`src/rtl/ahb_dual_matrix.sv`:
```
module ahb_dual_matrix #(
  parameter int ADDR_W = 32,
  parameter int DATA_W = 32,
  parameter int NSLV = 8,
  parameter int REGION_W = 12,
  parameter logic [NSLV-1:0] DMA_MASK = 8'b1100_0111
) (
  input  logic                     clk,
  input  logic                     rst_n,
  input  logic [ADDR_W-1:0]        cpu_haddr,
  input  logic [1:0]               cpu_htrans,
  input  logic                     cpu_hwrite,
  input  logic [2:0]               cpu_hsize,
  input  logic [DATA_W-1:0]        cpu_hwdata,
  output logic [DATA_W-1:0]        cpu_hrdata,
  output logic                     cpu_hready,
  output logic                     cpu_hresp,
  input  logic [ADDR_W-1:0]        dma_haddr,
  input  logic [1:0]               dma_htrans,
  input  logic                     dma_hwrite,
  input  logic [2:0]               dma_hsize,
  input  logic [DATA_W-1:0]        dma_hwdata,
  output logic [DATA_W-1:0]        dma_hrdata,
  output logic                     dma_hready,
  output logic                     dma_hresp,
  output logic [NSLV-1:0]          slv_hsel,
  output logic [NSLV*ADDR_W-1:0]   slv_haddr,
  output logic [NSLV*2-1:0]        slv_htrans,
  output logic [NSLV-1:0]          slv_hwrite,
  output logic [NSLV*3-1:0]        slv_hsize,
  output logic [NSLV*DATA_W-1:0]   slv_hwdata,
  output logic [NSLV-1:0]          slv_hready,
  input  logic [NSLV*DATA_W-1:0]   slv_hrdata,
  input  logic [NSLV-1:0]          slv_hreadyout,
  input  logic [NSLV-1:0]          slv_hresp
);
  localparam int SW = $clog2(NSLV);
  localparam int TOP = REGION_W + SW;

  typedef enum logic [2:0] {DP_IDLE, DP_SLV, DP_WAIT, DP_ERR1, DP_ERR2} dp_t;

  logic [1:0][ADDR_W-1:0] l_addr, h_addr, c_addr;
  logic [1:0][1:0]        l_trans, h_trans, c_trans;
  logic [1:0]             l_write, h_write, c_write;
  logic [1:0][2:0]        l_size, h_size, c_size;
  logic [1:0][DATA_W-1:0] l_wdata, rdata;
  dp_t  [1:0]             st;
  logic [1:0][SW-1:0]     dslv, c_idx;
  logic [1:0]             rdy, rsp, c_v, c_ok;
  logic [1:0][NSLV-1:0]   want, gnt;
  logic [NSLV-1:0]        busy, own, free;

  assign l_addr  = {dma_haddr, cpu_haddr};
  assign l_trans = {dma_htrans, cpu_htrans};
  assign l_write = {dma_hwrite, cpu_hwrite};
  assign l_size  = {dma_hsize, cpu_hsize};
  assign l_wdata = {dma_hwdata, cpu_hwdata};

  assign cpu_hrdata = rdata[0];
  assign cpu_hready = rdy[0];
  assign cpu_hresp  = rsp[0];
  assign dma_hrdata = rdata[1];
  assign dma_hready = rdy[1];
  assign dma_hresp  = rsp[1];

  always_comb begin
    for (int m = 0; m < 2; m++) begin
      case (st[m])
        DP_SLV:  begin rdy[m] = slv_hreadyout[dslv[m]]; rsp[m] = slv_hresp[dslv[m]]; end
        DP_WAIT: begin rdy[m] = 1'b0; rsp[m] = 1'b0; end
        DP_ERR1: begin rdy[m] = 1'b0; rsp[m] = 1'b1; end
        DP_ERR2: begin rdy[m] = 1'b1; rsp[m] = 1'b1; end
        default: begin rdy[m] = 1'b1; rsp[m] = 1'b0; end
      endcase
      rdata[m] = slv_hrdata[int'(dslv[m])*DATA_W +: DATA_W];
      if (st[m] == DP_WAIT) begin
        c_v[m] = 1'b1;
        c_addr[m] = h_addr[m];
        c_trans[m] = h_trans[m];
        c_write[m] = h_write[m];
        c_size[m] = h_size[m];
      end else begin
        c_v[m] = rdy[m] & l_trans[m][1];
        c_addr[m] = l_addr[m];
        c_trans[m] = l_trans[m];
        c_write[m] = l_write[m];
        c_size[m] = l_size[m];
      end
      c_idx[m] = c_addr[m][REGION_W +: SW];
      c_ok[m] = ((c_addr[m] >> TOP) == '0) &&
                ((m == 1) ? DMA_MASK[c_idx[m]] : 1'b1);
    end
  end

  always_comb begin
    busy = '0;
    own = '0;
    for (int m = 0; m < 2; m++)
      if (st[m] == DP_SLV) begin
        busy[dslv[m]] = 1'b1;
        if (m == 1) own[dslv[m]] = 1'b1;
      end
    free = ~busy | slv_hreadyout;
    for (int m = 0; m < 2; m++)
      for (int s = 0; s < NSLV; s++)
        want[m][s] = c_v[m] & c_ok[m] & (c_idx[m] == SW'(s));
    gnt[0] = want[0] & free;
    gnt[1] = want[1] & free & ~want[0];
  end

  always_comb begin
    for (int s = 0; s < NSLV; s++) begin
      slv_hsel[s] = gnt[0][s] | gnt[1][s];
      slv_haddr[s*ADDR_W +: ADDR_W] = c_addr[gnt[1][s]];
      slv_htrans[s*2 +: 2] = slv_hsel[s] ? c_trans[gnt[1][s]] : 2'b00;
      slv_hwrite[s] = c_write[gnt[1][s]];
      slv_hsize[s*3 +: 3] = c_size[gnt[1][s]];
      slv_hwdata[s*DATA_W +: DATA_W] = l_wdata[own[s]];
    end
  end
  assign slv_hready = free;

  always_ff @(posedge clk or negedge rst_n) begin
    if (!rst_n) begin
      st <= {DP_IDLE, DP_IDLE};
      dslv <= '0;
      h_addr <= '0;
      h_trans <= '0;
      h_write <= '0;
      h_size <= '0;
    end else begin
      for (int m = 0; m < 2; m++) begin
        if (st[m] == DP_ERR1) begin
          st[m] <= DP_ERR2;
        end else if (st[m] == DP_WAIT) begin
          if (|gnt[m]) begin
            st[m] <= DP_SLV;
            dslv[m] <= c_idx[m];
          end
        end else if (rdy[m]) begin
          if (!c_v[m]) begin
            st[m] <= DP_IDLE;
          end else if (!c_ok[m]) begin
            st[m] <= DP_ERR1;
          end else if (|gnt[m]) begin
            st[m] <= DP_SLV;
            dslv[m] <= c_idx[m];
          end else begin
            st[m] <= DP_WAIT;
            h_addr[m] <= l_addr[m];
            h_trans[m] <= l_trans[m];
            h_write[m] <= l_write[m];
            h_size[m] <= l_size[m];
          end
        end
      end
    end
  end

  p_cpu_err_two_cycle_r5: assert property (@(posedge clk) disable iff (!rst_n)
    (!cpu_hready && cpu_hresp) |=> (cpu_hready && cpu_hresp));
  p_dma_err_two_cycle_r5: assert property (@(posedge clk) disable iff (!rst_n)
    (!dma_hready && dma_hresp) |=> (dma_hready && dma_hresp));

  for (genvar s = 0; s < NSLV; s++) begin : g_chk
    p_decode_r1: assert property (@(posedge clk) disable iff (!rst_n)
      slv_hsel[s] |-> (slv_haddr[s*ADDR_W + REGION_W +: SW] == SW'(s)) &&
                      ((slv_haddr[s*ADDR_W +: ADDR_W] >> TOP) == '0) &&
                      slv_htrans[s*2+1]);
    p_one_owner_r9: assert property (@(posedge clk) disable iff (!rst_n)
      $onehot0({st[1] == DP_SLV && dslv[1] == SW'(s),
                st[0] == DP_SLV && dslv[0] == SW'(s)}));
    p_cpu_first_r6: assert property (@(posedge clk) disable iff (!rst_n)
      (want[0][s] && want[1][s] && free[s]) |=>
        (st[0] == DP_SLV && dslv[0] == SW'(s) && st[1] == DP_WAIT));
    if (!DMA_MASK[s]) begin : g_fence
      p_dma_fence_r3: assert property (@(posedge clk) disable iff (!rst_n)
        slv_hsel[s] |=> (st[0] == DP_SLV && dslv[0] == SW'(s)));
    end
  end
endmodule

```
`config.mk`:
```
export PLATFORM = sky130hd
export DESIGN_NAME = ahb_dual_matrix
export DESIGN_NICKNAME = d
export VERILOG_FILES = /design/src/rtl/ahb_dual_matrix.sv
export SDC_FILE = /design/constraint.sdc
export NUM_CORES = 1
export LEC_CHECK = 0
export BUFFER_PORTS_ARGS = -buffer_cell sky130_fd_sc_hd__buf_2
export CORE_AREA = 2 2 417 419
export CTS_BUF_LIST = sky130_fd_sc_hd__clkbuf_4
export CTS_CLUSTER_DIAMETER = 120
export CTS_CLUSTER_SIZE = 28
export DETAILED_ROUTE_END_ITERATION = 10
export DIE_AREA = 0 0 419 421
export PLACE_DENSITY = 0.3
export SETUP_SLACK_MARGIN = 0.05
export SYNTH_ARGS = -nofsm -noshare
export SYNTH_HDL_FRONTEND = slang
export SYNTH_SLANG_ARGS = --single-unit
```
`constraint.sdc`:
```
create_clock -name clk -period 4.6 [get_ports clk]
set_input_delay 1.38 -clock clk [delete_from_list [all_inputs] [get_ports clk]]
set_output_delay 1.38 -clock clk [all_outputs]
set_load 0.005 [all_outputs]
```
==> flow_summary_export.csv <==
group,metric,value,unit
finish,final_area,24900,µm²
detailed_routing,dr_wl_met2,69000,µm
die,start_util,7.44,%
critical_path,reg2regPathDepth,11,
clock_network,htree_levels,3,
power_and_ir_drop,p_int,5.22,mW
synth,synthCells,1577,
detailed_routing,highest_layer,"met5",
critical_path,cp_max_fo,8,
synth,syn_area,12800,µm²
worst_hold_path,hold_path.startpoint,"h_trans[1]",
synth,synthDistinctLibCells,67,
synth,ys.flop_type,"dfrtp_1",
global_routing,grt_pass1_vias,18069,
placed_design,place.gp.congestion,0.865,
clock_network,cts_inserted_buffers,9,
clock_network,insertion_delay,670,ps
power_and_ir_drop,p_per_area,451,nW/µm²
clock_network,cts_tree,"built",
critical_path,regToRegEndpoint,"h_addr[9]",
critical_path,worst_ep_arrival_time,3630,ps
power_and_ir_drop,combinationalPowerShare,84.9,%
die,placementRows,153,
critical_path,reg2reg_slack,1030,ps
global_routing,grt_usage,13.3,%
die,fp.dieH,421,µm
synth,seq_area_frac_synth,17.2,%
timing,tightest_slew,1010,ps
detailed_routing,antenna_left,0,
run_status,outcome,"complete, but fails checks",
worst_hold_path,worstHoldEndpoint,"h_trans[1]",
critical_path,crit_chain,"buf_2 -> nor4_2 -> buf_4 -> nand2_8 -> nor3_4 -> o2111ai_2 -> buf_4 -> o2111a_4 -> buf_12 -> buf_12 -> buf_12 -> nor2_1 -> buf_2",
clock_network,clockRootBuffer,"clkbuf_4",
critical_path,cpMaxStageDelayCell,"o2111a_4",
timing,hold_violations,0,
placed_design,dpl_cell_area,22500,µm²
critical_path,cp_common_cell,"buf_12",
power_and_ir_drop,p_seq_share,10.2,%
synth,synth_top_cell_by_area,"mux2_2",
detailed_routing,drt_iter0_drc,1173,
power_and_ir_drop,p_clk_share,4.9,%
synth,synth_edf_count,0,
placed_design,dp_hpwl,101000,µm
critical_path,r2r-start,"dslv[2]",
die,die_w,419,µm
global_routing,grt_max_degree,57,
timing,fmax,0.200,GHz
synth,synth_top_area_share,30.0,%
timing,fin_worst_skew,38.5,ps
run_status,failed_checks,"negative setup slack",
clock_network,cts.sinks,88,
placed_design,place_ws,-985,ps
placed_design,dp_cells,5025,
finish,layout.cells.non_filler,5114,
detailed_routing,vias_per_cell,3.71,
clock_network,cts.clk_slew.worst_paths,180,ps
critical_path,path_class,"input pin to output port",
synth,ys_top_cells_by_area,"mux2_2 (30%), dfrtp_1 (17%), a22oi_1 (15%)",
synth,synth_nets,1991,
critical_path,startpoint,"cpu_haddr[25]",
detailed_routing,wl_met3,7950,µm
synth,synthArstFlopShare,100,%
timing,maxSlewHeadroom,30.6,%
synth,yosys_warnings,0,
detailed_routing,first_pass_iters,5,
clock_network,hold_buffers,0,
job,drv_cap,0,
critical_path,critPathTopFamily,"buffers and inverters",
timing,grt_setup_unrepaired,"yes",
timing,finalSetupViolCount,202,
timing,post-route-period-util,109,%
critical_path,max_stage_delay,320,ps
worst_hold_path,hp-class,"flop to flop",
detailed_routing,wl_met1,45600,µm
detailed_routing,wire_per_inst,24.9,µm
worst_hold_path,hold_path_depth,1,
die,ios,1058,
global_routing,grt_overflow,0,
power_and_ir_drop,irDropWorstVdd,0.251,mV
synth,ys_seq_elements,88,
detailed_routing,drc_errors,0,
critical_path,worstPathRequired,3220,ps
power_and_ir_drop,p_leak,11.0,nW
placed_design,port_buffers,1057,
global_routing,grt_pass1_wl,163000,µm
global_routing,antenna_found_initial,74,
critical_path,critPathLaunchType,"input pin",
finish,area_growth,93.7,%
detailed_routing,wirelength,127000,µm
timing,drv_slew,0,
finish,drive_gt1_share,69.4,%
die,die_area,176000,µm²
critical_path,end_kind,"output port",
critical_path,cp.depth,13,
power_and_ir_drop,sw_frac_of_total,53.4,%
power_and_ir_drop,p_sw,5.99,mW
timing,layout_min_cycle_time,5010,ps
die,core,172000,µm²
synth,avgSynthCellArea,8.14,µm²
clock_network,clk_path_buf_depth,2,
finish,nNetsFinal,3180,
critical_path,cp_num_buf_inv,7,
detailed_routing,route.vias.total,18980,
timing,worst_slack,-405,ps
## cells in the mapped netlist, types with 6 or more instances
cell and instances:
a22oi_1 264, nand2_1 41, nor2_1 202, o2111a_1 7, inv_1 75, mux2_2 342, clkbuf_1 102, or3_1 8
mux2_4 9, mux2i_1 48, buf_2 9, a21oi_1 91, o22ai_1 14, and2_1 27, nor2b_1 21, nor4_1 14
nand4_1 69, nand2b_1 7, buf_1 24, nor3_1 13, nand3_1 8, dfrtp_1 88, or2_2 6, o21ai_0 6
## power groups by stage
| stage | clock [mW] | combinational, mW | sequential (mW) |
|---|---|---|---|
| 3_5_place_dp | 0 | 8.82 | 1.17 |
| 6_report | 0.546 | 9.51 | 1.15 |
| 4_1_cts | 0.614 | 9.12 | 1.15 |
| 5_1_grt | 0.625 | 10.1 | 1.19 |
| 3_3_place_gp | 0 | 8.90 | 1.16 |
| 2_1_floorplan | 0 | 3.96 | 1.09 |
## final cells by class
cell class	count	area, µm²
clock inverters	5	56.3
well taps	2325	2910
diodes	19	47.5
repair buffers	1319	8280
inverters	77	290
clock buffers	10	75.1
flip-flops and latches	88	2210
multi-input cells	1271	11000
fillers	19841	148000
## layer usage
layer | vias up | GRT usage (%)
li1 | 8401 | -
met1 | 9337 | 14.2
met2 | 1001 | 26.0
met3 | 209 | 2.74
met4 | 32 | 3.38
met5 | - | 0
## per-stage QoR
stage | hold slack [ps] | total power, mW | utilization [%] | TNS (ps)
4_1_cts | 496 | 10.9 | 13.5 | -73100
2_1_floorplan | 434 | 5.04 | - | 0
5_1_grt | 514 | 12.0 | 14.4 | -81950
6_report | 493 | 11.2 | 14.4 | -56660
3_5_place_dp | 453 | 9.99 | 13.0 | -175150
3_3_place_gp | 454 | 10.1 | 13.0 | -175650
## what timing repair did
item                       CTS  global route
resized for setup          112           261
gates cloned                 3            11
setup buffers               19            28
setup endpoints to repair  219           212
pin swaps                   27            67
## cell usage in the layout (no fill, tap or decap), types with 5 or more instances in the layout
cell / count
a211oi_1: 5
a21oi_1: 51
a21oi_2: 38
a22oi_1: 264
and2_1: 26
buf_12: 41
buf_2: 1026
buf_4: 183
buf_6: 52
buf_8: 6
clkbuf_16: 10
clkbuf_4: 10
dfrtp_1: 82
dfrtp_2: 6
diode_2: 19
inv_1: 71
inv_2: 5
mux2_2: 340
mux2_4: 11
mux2i_1: 44
nand2_1: 21
nand2_2: 15
nand2b_1: 7
nand3_1: 7
nand4_1: 69
nor2_1: 115
nor2_2: 23
nor2_4: 64
nor2b_1: 20
nor3_1: 6
nor3_2: 5
nor4_1: 9
o211ai_1: 5
o21ai_0: 6
o22ai_2: 9
or3_4: 5
## registers in the layout (all words and copies together) (netlist names)
register,flops
h_addr,64
h_size,6
h_write,2
st,6
dslv,6
h_trans,4
## kinds of logic (layout without fill, tap and decap cells)
kind of cell	count (synthesis)	count (layout)	share of synthesized area, %
muxes	400	400	34.9
and+or+nand+nor	446	446	17.7
AOI/OAI and AO/OA	425	425	23.5
buffers and inverters	218	1411	6.82
DFF	88	88	17.2
other	0	19	0
## worst reg2reg max path, cell delays in order, from the launching register on
cell and delay [ps]:
dfrtp_1 540, buf_4 250, nor3b_4 220, buf_4 510
a22oi_1 190, nor2_1 120, buf_4 170, nand2_1 80
a311oi_1 470, o211ai_1 170, buf_4 290, mux2_2 440
## worst max-delay path by stage
stage,to,slack (ps)
after detailed placement,slv_haddr[35],-980
after CTS,slv_haddr[38],-480
after global routing,slv_haddr[58],-510
final,slv_haddr[58],-410
after floorplan,slv_hsize[2],50
after global placement,slv_haddr[227],-990
No activity file was read; power rests on OpenSTA's default activity.
